==> src/rtl/seg_decoder_pkg.sv <==
package seg_decoder_pkg;

    typedef enum logic [1:0] {
        PRIV_KERNEL   = 2'b00,
        PRIV_SUPER    = 2'b01,
        PRIV_USER     = 2'b10,
        PRIV_USER_ALT = 2'b11
    } priv_e;

    typedef enum logic [2:0] {
        SEG_USER     = 3'd0,
        SEG_KDIRECT0 = 3'd1,
        SEG_KDIRECT1 = 3'd2,
        SEG_SUPER    = 3'd3,
        SEG_KMAPPED  = 3'd4
    } seg_e;

    typedef enum logic [1:0] {
        ROUTE_BAD    = 2'd0,
        ROUTE_DIRECT = 2'd1,
        ROUTE_IDENT  = 2'd2,
        ROUTE_TLB    = 2'd3
    } route_e;

    typedef enum logic [1:0] {
        TLB_HIT     = 2'd0,
        TLB_MISS    = 2'd1,
        TLB_INVALID = 2'd2,
        TLB_MODIFY  = 2'd3
    } tlb_stat_e;

    typedef enum logic [2:0] {
        RES_OK      = 3'd0,
        RES_BADADDR = 3'd1,
        RES_MISS    = 3'd2,
        RES_INVALID = 3'd3,
        RES_MODIFY  = 3'd4
    } result_e;

endpackage

==> src/rtl/seg_classify.sv <==
module seg_classify
    import seg_decoder_pkg::*;
#(
    parameter int ADDR_W = 32
) (
    input  logic [ADDR_W-1:0] va,
    output seg_e              seg,
    output logic [ADDR_W-1:0] window_base
);
    localparam int SEL_W   = 3;
    localparam int SEL_LSB = ADDR_W - SEL_W;

    logic [SEL_W-1:0] sel;

    always_comb begin
        sel         = va[ADDR_W-1:SEL_LSB];
        seg         = SEG_USER;
        window_base = '0;
        unique casez (sel)
            3'b0??: begin
                seg = SEG_USER;
            end
            3'b100: begin
                seg         = SEG_KDIRECT0;
                window_base = {3'b100, {SEL_LSB{1'b0}}};
            end
            3'b101: begin
                seg         = SEG_KDIRECT1;
                window_base = {3'b101, {SEL_LSB{1'b0}}};
            end
            3'b110: begin
                seg = SEG_SUPER;
            end
            3'b111: begin
                seg = SEG_KMAPPED;
            end
            default: begin
                seg = SEG_USER;
            end
        endcase
    end
endmodule

==> src/rtl/seg_access_check.sv <==
module seg_access_check
    import seg_decoder_pkg::*;
(
    input  seg_e       seg,
    input  logic [1:0] priv,
    input  logic       err_level,
    output route_e     route
);
    logic is_kernel;
    logic is_super;

    always_comb begin
        is_kernel = (priv == PRIV_KERNEL);
        is_super  = (priv == PRIV_SUPER);
    end

    always_comb begin
        route = ROUTE_BAD;
        unique case (seg)
            SEG_USER:     route = err_level ? ROUTE_IDENT : ROUTE_TLB;
            SEG_KDIRECT0,
            SEG_KDIRECT1: route = is_kernel ? ROUTE_DIRECT : ROUTE_BAD;
            SEG_SUPER:    route = (is_kernel || is_super) ? ROUTE_TLB : ROUTE_BAD;
            SEG_KMAPPED:  route = is_kernel ? ROUTE_TLB : ROUTE_BAD;
            default:      route = ROUTE_BAD;
        endcase
    end
endmodule

==> src/rtl/seg_xlate_mux.sv <==
module seg_xlate_mux
    import seg_decoder_pkg::*;
#(
    parameter int ADDR_W = 32
) (
    input  route_e            route,
    input  logic [ADDR_W-1:0] va,
    input  logic [ADDR_W-1:0] window_base,
    input  logic              is_write,
    input  logic [ADDR_W-1:0] tlb_paddr,
    input  logic [1:0]        tlb_status,
    input  logic              tlb_writable,
    output logic              tlb_req,
    output logic [ADDR_W-1:0] tlb_vaddr,
    output logic              tlb_is_write,
    output logic [ADDR_W-1:0] paddr,
    output logic              acc_valid,
    output logic              acc_writable,
    output logic [2:0]        result
);
    logic [ADDR_W-1:0] direct_pa;

    always_comb begin
        direct_pa = va - window_base;
    end

    always_comb begin
        tlb_req      = 1'b0;
        tlb_vaddr    = '0;
        tlb_is_write = 1'b0;
        paddr        = '0;
        acc_valid    = 1'b0;
        acc_writable = 1'b0;
        result       = RES_BADADDR;
        unique case (route)
            ROUTE_BAD: begin
                result = RES_BADADDR;
            end
            ROUTE_DIRECT: begin
                paddr        = direct_pa;
                acc_valid    = 1'b1;
                acc_writable = 1'b1;
                result       = RES_OK;
            end
            ROUTE_IDENT: begin
                paddr        = va;
                acc_valid    = 1'b1;
                acc_writable = 1'b1;
                result       = RES_OK;
            end
            ROUTE_TLB: begin
                tlb_req      = 1'b1;
                tlb_vaddr    = va;
                tlb_is_write = is_write;
                unique case (tlb_status)
                    TLB_HIT: begin
                        paddr        = tlb_paddr;
                        acc_valid    = 1'b1;
                        acc_writable = tlb_writable;
                        result       = RES_OK;
                    end
                    TLB_MISS:    result = RES_MISS;
                    TLB_INVALID: result = RES_INVALID;
                    TLB_MODIFY:  result = RES_MODIFY;
                    default:     result = RES_MISS;
                endcase
            end
            default: begin
                result = RES_BADADDR;
            end
        endcase
    end
endmodule

==> src/rtl/seg_decoder.sv <==
module seg_decoder
    import seg_decoder_pkg::*;
#(
    parameter int ADDR_W = 32
) (
    input  logic [ADDR_W-1:0] vaddr,
    input  logic [1:0]        priv_mode,
    input  logic              err_level,
    input  logic              is_write,
    output logic              tlb_req,
    output logic [ADDR_W-1:0] tlb_vaddr,
    output logic              tlb_is_write,
    input  logic [ADDR_W-1:0] tlb_paddr,
    input  logic [1:0]        tlb_status,
    input  logic              tlb_writable,
    output logic [ADDR_W-1:0] paddr,
    output logic              acc_valid,
    output logic              acc_writable,
    output logic [2:0]        result
);
    localparam int HALF_W = ADDR_W - 3;

    seg_e              seg;
    route_e            route;
    logic [ADDR_W-1:0] window_base;

    seg_classify #(.ADDR_W(ADDR_W)) u_classify (
        .va          (vaddr),
        .seg         (seg),
        .window_base (window_base)
    );

    seg_access_check u_access (
        .seg       (seg),
        .priv      (priv_mode),
        .err_level (err_level),
        .route     (route)
    );

    seg_xlate_mux #(.ADDR_W(ADDR_W)) u_xlate (
        .route        (route),
        .va           (vaddr),
        .window_base  (window_base),
        .is_write     (is_write),
        .tlb_paddr    (tlb_paddr),
        .tlb_status   (tlb_status),
        .tlb_writable (tlb_writable),
        .tlb_req      (tlb_req),
        .tlb_vaddr    (tlb_vaddr),
        .tlb_is_write (tlb_is_write),
        .paddr        (paddr),
        .acc_valid    (acc_valid),
        .acc_writable (acc_writable),
        .result       (result)
    );

    always_comb begin
        // an address error never reaches the TLB and never grants access
        p_bad_quiet_r7: assert (result != RES_BADADDR || (!tlb_req && !acc_valid && paddr == '0))
            else $error("bad address leaked");
        // error level flag bypasses the TLB for the low half
        p_erl_ident_r2: assert (!(err_level && !vaddr[ADDR_W-1]) || (!tlb_req && paddr == vaddr && acc_writable))
            else $error("identity map broken");
        // user codes never reach the upper half
        p_user_upper_r8: assert (!(priv_mode[1] && vaddr[ADDR_W-1]) || result == RES_BADADDR)
            else $error("user reached upper half");
        // kernel direct windows land in the low physical region
        p_kdirect_low_r3: assert (!(priv_mode == PRIV_KERNEL && vaddr[ADDR_W-1:ADDR_W-2] == 2'b10)
                                   || (!tlb_req && paddr[ADDR_W-1:HALF_W] == 3'b000 && acc_valid))
            else $error("direct window off");
        // access granted exactly when result is ok
        p_valid_ok_r9: assert (acc_valid == (result == RES_OK))
            else $error("valid and result disagree");
        // a raised request carries the access address
        p_req_addr_r1: assert (!tlb_req || (tlb_vaddr == vaddr && tlb_is_write == is_write))
            else $error("request address wrong");
    end
endmodule

==> config.mk <==
export PLATFORM = sky130hd
export DESIGN_NAME = seg_decoder
export DESIGN_NICKNAME = d
export VERILOG_FILES = /design/src/rtl/seg_decoder_pkg.sv /design/src/rtl/seg_classify.sv /design/src/rtl/seg_access_check.sv /design/src/rtl/seg_xlate_mux.sv /design/src/rtl/seg_decoder.sv
export SDC_FILE = /design/constraint.sdc
export NUM_CORES = 1
export LEC_CHECK = 0
export ABC_CLOCK_PERIOD_IN_PS = 1900
export BUFFER_PORTS_ARGS = -buffer_cell sky130_fd_sc_hd__buf_2
export CORE_ASPECT_RATIO = 0.8
export CORE_MARGIN = 10
export CORE_UTILIZATION = 27
export DETAILED_ROUTE_END_ITERATION = 6
export PLACE_DENSITY = 0.81
export SLEW_MARGIN = 20
export SYNTH_ARGS = -nofsm -noshare
export SYNTH_HDL_FRONTEND = slang
export SYNTH_SLANG_ARGS = --single-unit
==> constraint.sdc <==
create_clock -name vclk -period 1.9
set_clock_uncertainty 0.05 [all_clocks]
set_input_delay 0.19 -clock vclk [all_inputs]
set_output_delay 0.19 -clock vclk [all_outputs]
set_load 0.01 [all_outputs]
==> results by group, run 1 <==
Route
  – Routed vias: about 1,700
  – Final antenna-violating net count: 0
  – Detailed Route WL: 5420 um
  – DRT iter0 DRCs: between 40 and 50
  – Drc violations: 0
  – DR WL/cell: around 16 um
  – 1st-pass router iterations: 4
  – Vias per cell: 4.86

Finish
  – Storage cell area: 0 um2
  – Most frequent cells in the layout: buf_2, nor2_1, and2_1
  – Final non-filler cell area: approximately 0.0021 mm2
  – Share of cells above drive strength 1: 67.1%
  – Final nets: approximately 380
  – Area Growth Syn to Fin: 127%
  – Most common cell after layout, fill and taps aside: buf_2
  – Fillers: 283
  – Area of the multi-input gates: approximately 1000 um2
  – Antenna fix cells: 0
  – Num sequential: 0
  – # clk buffers: 0

Synthesis
  – Post-Syn Nets: approximately 230
  – Synthesized instance count: between 150 and 200
  – Distinct cells, synth: 20
  – Syn_area_per_cell: approximately 6.0 um2
  – Cell Area, Synth: 913 um2
  – Yosys Warn Count: 0
  – Sequential-to-total area share from yosys stat: 0%

Setup path
  – Critical path capture point: paddr[28]
  – Type of the worst setup path: in -> out
  – Crit path from: priv_mode[0]
  – Critical path peak fanout: 19
  – Worst Path Required: 1.66 ns
  – Crit end category: output pin
  – Data arrival, critical path: roughly 1.8 ns
  – Critical Path Start Type: primary input

Run status
  – Failing checks: setup timing
  – Status: finished, violations left

Floorplan
  – Full die area: ~0.0061 mm2
  – # rows: 18
  – Initial Utilization: between 20 and 30%
  – IO Pins: 142
  – DIE HEIGHT: slightly above 70 um
  – Die Wd: between 80 and 90 um
  – Core area: roughly 0.0032 mm2

STA
  – Hold_ws: approximately 0.64 ns
  – Tmin final: roughly 2 ns
  – Worst slew margin relative to its limit: around four fifths
  – Final Setup Violations: 27
  – PnR worst setup slack: -0.0859 ns
  – Fmax: ~500 MHz
  – Fin crit share: 105%
  – Worst-margin pin slew: a little under 0.3 ns
  – Unrepaired setup endpoints after global routing: true
  – Hold Fails Final Rpt: 0
  – Slew Viols, Final: 0

Global route
  – Largest net degree at the start of global routing: 39
  – First-pass GRT wire length: 8360 um
  – Vias in the first global route: between 1,500 and 2,000
  – Grt total ovfl: 0
  – GRT Total Usage: between 10% and 20%
  – Initial antenna violation count: 0

Hold path
  – Hold Crit Class: in -> out

Place
  – Final GP Congestion: about 0.85
  – Placed Instance Area: 0.00175 mm2
  – Port buffer count: 142
  – HPWL after detailed placement: ~4300 um

Flow run
  – Maxcap violations: 0

Power
  – Peak VDD IR: about 0.00014 V
  – Total leakage power: around 1.2 nW
  – PwrDens: roughly 290 mW/mm2

Clocking
  – Hold Buf Count CTS: 0
==> timing repair <==
action	in CTS	in global routing
setup endpoints to repair	32	70
gates cloned	1	2
buffers inserted	3	1
resized for setup	33	19
pin swaps	8	14
==> cells by family after synthesis <==
kind of cell / count (synthesis) / synth area share, %
AO/OA/AOI/OAI: 40 / 32.3
buffers and inverters: 23 / 11.8
adder cells (fa/ha/maj): 9 / 12.3
AND/OR/NAND/NOR: 79 / 43.6
==> synth_stat cells <==
library cell / n / area share, %
a21oi_1: 3 / 1.6
a22oi_1: 30 / 25
o211ai_1: 1 / 0.82
a211o_1: 1 / 0.96
buf_6: 2 / 2.5
nor3_1: 1 / 0.55
a31oi_1: 1 / 0.69
nor2_1: 36 / 15
o21ai_0: 1 / 0.55
nand2_1: 3 / 1.2
and2_1: 36 / 25
or2_1: 1 / 0.69
inv_1: 7 / 2.9
nand2b_1: 1 / 0.69
nand4b_1: 1 / 0.96
a222oi_1: 2 / 2.2
buf_2: 5 / 2.7
a21o_1: 1 / 0.82
ha_1: 9 / 12
clkbuf_1: 9 / 3.7
==> where the power goes <==
part / switching, mW / internal, mW / total (mW)
clock: 0 / 0 / 0
combinational: 0.294 / 0.300 / 0.594
sequential: 0 / 0 / 0
total: 0.294 / 0.300 / 0.594
==> worst max-delay path: stages <==
cell	delay, ns
buf_6	0.09
a211o_1	0.31
and2_4	0.18
ha_4	0.15
or2_4	0.26
buf_12	0.17
a22oi_2	0.19
nor2_1	0.05
buf_2	0.14
==> routing by layer <==
metal  track usage [%]  vias to the layer above  wire, um
met1              16.0                      741      1960
li1                  -                      824         -
met2              29.2                       91      2740
met3              6.92                        2       691
met5                 0                        -         0
met4             0.912                        0        23
==> final cells by class <==
cell class	count	area share (%)
multi-input combinational	128	48.0
inverter	7	1.27
tap	40	2.41
timing repair buffer	166	48.3
==> worst min-delay path by stage <==
stage | startpoint | endpoint | slack [ns] | cells after the start
after floorplan | vaddr[23] | tlb_vaddr[23] | 0.47 | 1
after global placement | vaddr[23] | tlb_vaddr[23] | 0.63 | 3
after detailed placement | vaddr[23] | tlb_vaddr[23] | 0.64 | 3
after CTS | vaddr[23] | tlb_vaddr[23] | 0.64 | 3
after global routing | is_write | tlb_is_write | 0.66 | 3
final | vaddr[23] | tlb_vaddr[23] | 0.64 | 3
==> through the flow <==
step                power [mW]  instances  worst slack, ns  utilization [%]  TNS (ns)
floorplan                0.249        151           0.0229                -         0
global placement         0.493        334           -0.142             55.0     -3.40
detailed placement       0.498        334           -0.158             55.0     -4.25
CTS                      0.554        338          -0.0565             60.4     -1.07
global route             0.652        341           -0.143             65.3     -3.03
finish                   0.594        341          -0.0859             65.3     -1.30
Power figures use the tool's default switching activity.
==> run 2: changes to the inputs <==
--- a/config.mk
+++ b/config.mk
@@ -7,11 +7,13 @@
 export LEC_CHECK = 0
 export ABC_CLOCK_PERIOD_IN_PS = 1900
 export BUFFER_PORTS_ARGS = -buffer_cell sky130_fd_sc_hd__buf_2
+export CELL_PAD_IN_SITES_DETAIL_PLACEMENT = 2
+export CELL_PAD_IN_SITES_GLOBAL_PLACEMENT = 2
 export CORE_ASPECT_RATIO = 0.8
 export CORE_MARGIN = 10
-export CORE_UTILIZATION = 27
+export CORE_UTILIZATION = 10
 export DETAILED_ROUTE_END_ITERATION = 6
-export PLACE_DENSITY = 0.81
+export PLACE_DENSITY = 0.79
 export SLEW_MARGIN = 20
 export SYNTH_ARGS = -nofsm -noshare
 export SYNTH_HDL_FRONTEND = slang
==> run 2 against run 1 <==
  * The run still ends with setup timing left
  * Hold slack worse by 0.0044 ns
  * Cell area up 8.4%
  * Final cell count up 22%
  * Combinational power up 12%
  * First-iteration DRC count down 20%
  * Non-clock buffer count up 1
  * Largest cell class unchanged
  * Highest routed layer is now met3
==> results by group, run 2 (synthesized netlist as in run 1, its figures left out) <==
Global route
  – Largest net degree at the start of global routing: 39 (unchanged)
  – Grt total ovfl: 0 (unchanged)
  – Vias in the first global route: 1,998 (+7.7%)
  – Initial antenna violation count: 0 (unchanged)
  – GRT Total Usage: 10.2% (-5.3 points)
  – First-pass GRT wire length: 11,400 um (+37%)

Floorplan
  – Initial Utilization: 10.2% (-19 points)
  – IO Pins: 142 (unchanged)
  – DIE HEIGHT: 105 um (+46%)
  – # rows: 31 (+13)
  – Full die area: 0.0134 mm2 (+120%)
  – Core area: 0.00900 mm2 (+180%)
  – Die Wd: 127 um (+49%)

Finish
  – Storage cell area: 0 um2 (unchanged)
  – Area Growth Syn to Fin: 146%
  – Final cell count without fillers: 417 (+22%)
  – Final core occ: 25.0% (-40 points)
  – Final nets: 384 (+0.26%)
  – Fillers: 1,110 (+290%)
  – Most frequent cells in the layout: buf_2, nor2_1, and2_1
  – Antenna fix cells: 0 (unchanged)
  – Share of cells above drive strength 1: 70.5% (+3.4 points)
  – Num sequential: 0 (unchanged)
  – Most common cell after layout, fill and taps aside: buf_2
  – # clk buffers: 0 (unchanged)

Route
  – DR top layer: met3
  – Detailed Route WL: 7530 um (+39%)
  – Met2 wire len: 3970 um (+45%)
  – Vias per cell: 4.13 (-15%)
  – 1st-pass router iterations: 4 (unchanged)
  – Final antenna-violating net count: 0 (unchanged)
  – Routed vias: 1,723 (+3.9%)
  – Drc violations: 0 (unchanged)
  – DRT met1 WL: 2870 um (+46%)
  – DR WL/cell: 18.1 um (+14%)
  – Met3 Routed Length: 696 um (+0.72%)
  – DRT iter0 DRCs: 35 (-20%)

Place
  – Post-placement cell count: 409 (+22%)
  – Final GP Congestion: 0.717 (-15%)
  – HPWL after detailed placement: 5990 um (+40%)
  – Setup WS pre-CTS: -0.240 ns (-0.0824 ns)
  – Port buffer count: 142 (unchanged)

STA
  – Worst slew margin relative to its limit: 79.8% (-0.43 points)
  – Fin crit share: 106% (+1.9 points)
  – Hold Fails Final Rpt: 0 (unchanged)
  – Worst-margin pin slew: 0.303 ns (+0.00640 ns)
  – Unrepaired setup endpoints after global routing: true
  – Setup TNS Final: -2.17 ns (-0.875 ns)
  – Final Setup Violations: 31 (+15%)
  – Slew Viols, Final: 0 (unchanged)
  – PnR worst setup slack: -0.122 ns (-0.0360 ns)
  – Tmin final: 2.02 ns (+0.0360 ns)
  – Fmax: 495 MHz (-1.8%)

Setup path
  – Worst Path Required: 1.66 ns (about the same)
  – Critical path peak fanout: 7 (-12)
  – Type of the worst setup path: in -> out
  – Critical Path Start Type: primary input
  – Data arrival, critical path: 1.78 ns (+0.03 ns)
  – Crit end category: output pin

Power
  – PwrDens: 296 mW/mm2 (+3.3%)
  – Total leakage power: 1.22 nW (+1.7%)
  – Peak VDD IR: 0.0000647 V (-54%)
  – Design Power: 666 uW (+12%)

Run status
  – Failing checks: setup timing
  – Status: finished, violations left

Hold path
  – Depth of the worst hold-timing path: 3 (unchanged)
  – Hold Crit Class: in -> out

Flow run
  – Maxcap violations: 0 (unchanged)
-- run 2: cell count changes in the layout (fill, tap and decap cells not counted), sizes merged --
cell | before | now
buf | 164 | 165
-- run 2: critical path, cell delays in order --
cell	delay, ns
buf_8	0.10
nand2b_4	0.14
a21oi_4	0.17
a21oi_2	0.09
ha_2	0.19
or2_4	0.33
buf_12	0.17
a22oi_2	0.18
nor2_1	0.07
buf_2	0.15
-- run 2: worst paths after layout --
check | start | endpoint | slack (ns)
worst max-delay path | vaddr[29] | paddr[9] | -0.12
worst min-delay path | is_write | tlb_is_write | 0.63
-- run 2: metal layers --
metal  vias up  track usage [%]
li1        825                -
met1       819             10.5
met2        79             20.3
met5         -                0
met4         0                0
met3         0             3.56
-- run 2: timing repair --
action                                  CTS  global route
endpoints found under the setup margin   49            70
cloned                                    2             1
buffers inserted                          2             4
pin swaps                                28            35
gates resized for setup                  46            24
hold buffers                              0             0
-- run 2: power by group --
| group | switching [mW] | leakage, nW | internal, mW |
|---|---|---|---|
| clock | 0 | 0 | 0 |
| sequential | 0 | 0 | 0 |
| combinational | 0.337 | 1.22 | 0.329 |
-- run 2: layout make-up --
class / count / area, um2 / share of cell area, %
inverters: 7 / 28.8 / 1.28
well taps: 115 / 144 / 6.40
repair buffers: 167 / 1040 / 46.3
multi-input cells: 128 / 1030 / 46.0
-- run 2: stage by stage --
stage	hold slack (ns)	cell area, um2
after floorplan	0.474	913
after global placement	0.634	1830
after detailed placement	0.643	1830
after CTS	0.642	2100
after global routing	0.658	2250
final	0.632	2250
==> run 3: changes to the inputs <==
--- a/config.mk
+++ b/config.mk
@@ -5,15 +5,16 @@
 export SDC_FILE = /design/constraint.sdc
 export NUM_CORES = 1
 export LEC_CHECK = 0
+export ABC_AREA = 1
 export ABC_CLOCK_PERIOD_IN_PS = 1900
 export BUFFER_PORTS_ARGS = -buffer_cell sky130_fd_sc_hd__buf_2
 export CELL_PAD_IN_SITES_DETAIL_PLACEMENT = 2
 export CELL_PAD_IN_SITES_GLOBAL_PLACEMENT = 2
 export CORE_ASPECT_RATIO = 0.8
 export CORE_MARGIN = 10
-export CORE_UTILIZATION = 10
+export CORE_UTILIZATION = 11
 export DETAILED_ROUTE_END_ITERATION = 6
-export PLACE_DENSITY = 0.79
+export PLACE_DENSITY = 0.81
 export SLEW_MARGIN = 20
 export SYNTH_ARGS = -nofsm -noshare
 export SYNTH_HDL_FRONTEND = slang
==> run 3 against run 2 <==
  * The flow still finishes with violations (setup timing)
  * Final cell count grew 19%
  * Critical path depth grew 1
  * Cell area grew 6.3%
  * Sequential share of layout area is the same
  * Critical path type unchanged
  * Largest cell class unchanged
  * Largest power group unchanged
  * Highest routed layer unchanged
==> results by group, run 3 <==
Synthesis
  – Compound-Gate Fraction of Synth Area: 21.2% (-11 points)
  – Simple-gate area share of the yosys netlist: 43.9% (+0.32 points)
  – Synth Area in XOR/XNOR: 0% (unchanged)
  – Syn_area_per_cell: 4.84 um2 (-20%)
  – List of most frequent post-synthesis cells: nand2_1, inv_1, a21oi_1
  – Synth Area in Adders: 10.4% (-1.9 points)
  – Largest cells by area after synthesis: nand2_1, inv_1, a21oi_1
  – Post-Syn Nets: 304 (+32%)
  – Main combinational cell family by area after synthesis: simple AND/OR/NAND/NOR gates
  – Mux cell area share after synthesis: 0% (unchanged)
  – Distinct cells, synth: 18 (-10%)
  – Area leader, netlist: nand2_1
  – Synthesized instance count: 224 (+48%)
  – Count leader, synth: nand2_1
  – Yosys top cell area share: 32.9% (+8.3 points)
  – Sequential-to-total area share from yosys stat: 0% (unchanged)
  – Cell Area, Synth: 0.00108 mm2 (+19%)
  – Yosys Warn Count: 0 (unchanged)

Power
  – NetSw: 374 uW (+11%)
  – Peak VDD IR: 0.0000538 V (-17%)
  – Total leakage power: 1.55 nW (+28%)
  – Clk network pwr share: 0% (unchanged)
  – PwrDens: 286 mW/mm2 (-3.4%)
  – Gate power share: 100.0% (about the same)
  – Seq pwr share: 0% (unchanged)
  – Power Internal: 310 uW (-5.8%)
  – Sw Share: 54.6% (+4.1 points)

Global route
  – First-pass GRT wire length: 12,200 um (+6.8%)
  – Initial antenna violation count: 0 (unchanged)
  – Vias in the first global route: 2,226 (+11%)
  – Largest net degree at the start of global routing: 18 (-54%)
  – GRT Total Usage: 10.7% (+0.57 points)
  – Grt total ovfl: 0 (unchanged)

Finish
  – Final nets: 458 (+19%)
  – # clk buffers: 0 (unchanged)
  – Area Growth Syn to Fin: 121%
  – Fillers: 1,200 (+8.1%)
  – Final core occ: 24.9% (-0.12 points)
  – Antenna fix cells: 0 (unchanged)
  – Most frequent cells in the layout: buf_2, nand2_1, inv_1
  – Area of the multi-input gates: 0.00102 mm2 (-1.5%)
  – Share of cells above drive strength 1: 60.6% (-9.9 points)
  – Most common cell after layout, fill and taps aside: buf_2
  – Final cell count without fillers: 495 (+19%)
  – Num sequential: 0 (unchanged)
  – Storage cell area: 0 um2 (unchanged)

STA
  – Slew Viols, Final: 0 (unchanged)
  – Tmin final: 1.95 ns (-0.0734 ns)
  – PnR worst setup slack: -0.0485 ns (+0.0734 ns)
  – Worst slew margin relative to its limit: 86.2% (+6.4 points)
  – Setup TNS Final: -0.842 ns (+1.33 ns)
  – Hold Fails Final Rpt: 0 (unchanged)
  – Worst-margin pin slew: 0.206 ns (-0.0970 ns)
  – Final Setup Violations: 29 (-6.5%)
  – Fmax: 513 MHz (+3.8%)
  – Unrepaired setup endpoints after global routing: true
  – Fin crit share: 103% (-3.9 points)

Setup path
  – Type of the worst setup path: in -> out
  – CP peak stage delay: 0.31 ns (-0.02 ns)
  – Critical path peak fanout: 5 (-2)
  – Top cell by count, worst path: buf_6
  – Crit-path cells: buf_6 -> buf_6 -> nand4_1 -> nand3_4 -> buf_6 -> ha_4 -> or2_4 -> buf_12 -> nand2_4 -> a21oi_2 -> buf_4
  – CP bufs+invs: 5 (+2)
  – Crit path max-delay family: simple AND/OR/NAND/NOR gates
  – Data arrival, critical path: 1.71 ns (-0.07 ns)
  – Worst Path Required: 1.66 ns (about the same)
  – Critical Path Start Type: primary input
  – Crit end category: output pin
  – CP max stage cell: or2_4

Floorplan
  – Full die area: 0.0142 mm2 (+6.5%)
  – Die Wd: 131 um (+3.2%)
  – DIE HEIGHT: 109 um (+3.1%)
  – Core area: 0.00961 mm2 (+6.8%)
  – # rows: 32 (+3.2%)
  – Initial Utilization: 11.3% (+1.1 points)
  – IO Pins: 142 (unchanged)

Run status
  – Status: finished, violations left
  – Failing checks: setup timing

Route
  – DRT iter0 DRCs: 20 (-43%)
  – Vias per cell: 4.00 (-3.1%)
  – 1st-pass router iterations: 3 (-1)
  – Detailed Route WL: 8560 um (+14%)
  – Routed vias: 1,982 (+15%)
  – Final antenna-violating net count: 0 (unchanged)
  – Drc violations: 0 (unchanged)
  – DR WL/cell: 17.3 um (-4.3%)

Place
  – HPWL after detailed placement: 6900 um (+15%)
  – Final GP Congestion: 0.736 (+2.7%)
  – Post-placement cell count: 490 (+20%)
  – Setup WS pre-CTS: -0.117 ns (+0.123 ns)
  – Port buffer count: 142 (unchanged)

Clocking
  – Hold Buf Count CTS: 0 (unchanged)

Flow run
  – Maxcap violations: 0 (unchanged)

Hold path
  – Hold Crit Class: in -> out
==> run 3: cell types whose count changed in the layout (fill, tap and decap cells not counted), sizes merged, moves of 3 or more <==
cell / previous run / this run
and2: 36 / 0
nand3: 0 / 5
a22oi: 30 / 0
o21a: 0 / 3
nor2: 36 / 2
a21oi: 3 / 33
inv: 7 / 46
nand2: 3 / 105
==> run 3: area by class of cell <==
| class | count | share of cell area [%] |
|---|---|---|
| tap | 119 | 6.23 |
| timing repair buffer | 167 | 43.5 |
| inverter | 47 | 7.59 |
| multi-input combinational | 162 | 42.6 |
==> run 3: cells by family after synthesis <==
| family | Yosys count |
|---|---|
| buffers and inverters | 62 |
| adder cells (fa/ha/maj) | 9 |
| AO/OA/AOI/OAI | 37 |
| AND/OR/NAND/NOR | 116 |
==> run 3: per-layer routing <==
metal | vias up | track usage [%] | part of all wire, %
li1 | 966 | - | -
met1 | 936 | 11.5 | 37
met2 | 80 | 20.6 | 52
met3 | 0 | 3.98 | 10
met4 | 0 | 0.317 | 0
met5 | - | 0 | 0
==> run 3: tightest hold or removal path: stages <==
cell and delay [ns]:
buf_2 0.07, nand2_1 0.05, inv_1 0.04, buf_2 0.12
==> run 3: worst paths after layout <==
check	startpoint	endpoint	slack, ns	cells after the start
setup / recovery	vaddr[31]	paddr[15]	-0.05	11
hold / removal	is_write	tlb_is_write	0.62	4
==> run 3: repair_timing <==
action                                  in CTS  in global routing
gates resized for setup                     33                 47
setup buffers                                1                  1
pin swaps                                    5                  8
gates cloned                                 3                  1
endpoints found under the setup margin      31                 35
==> run 3: power by group through the flow <==
stage | sequential (mW) | combinational, mW | clock (mW)
2_1_floorplan | 0 | 0.264 | 0
3_3_place_gp | 0 | 0.540 | 0
3_5_place_dp | 0 | 0.563 | 0
4_1_cts | 0 | 0.638 | 0
5_1_grt | 0 | 0.754 | 0
6_report | 0 | 0.684 | 0
==> run 3: metrics by stage <==
stage / area, um2 / total power [mW] / hold WS (ns)
finish: 2390 / 0.684 / 0.620
global route: 2390 / 0.754 / 0.646
CTS: 2210 / 0.638 / 0.627
detailed placement: 2030 / 0.563 / 0.624
global placement: 2030 / 0.540 / 0.597
floorplan: 1090 / 0.264 / 0.419
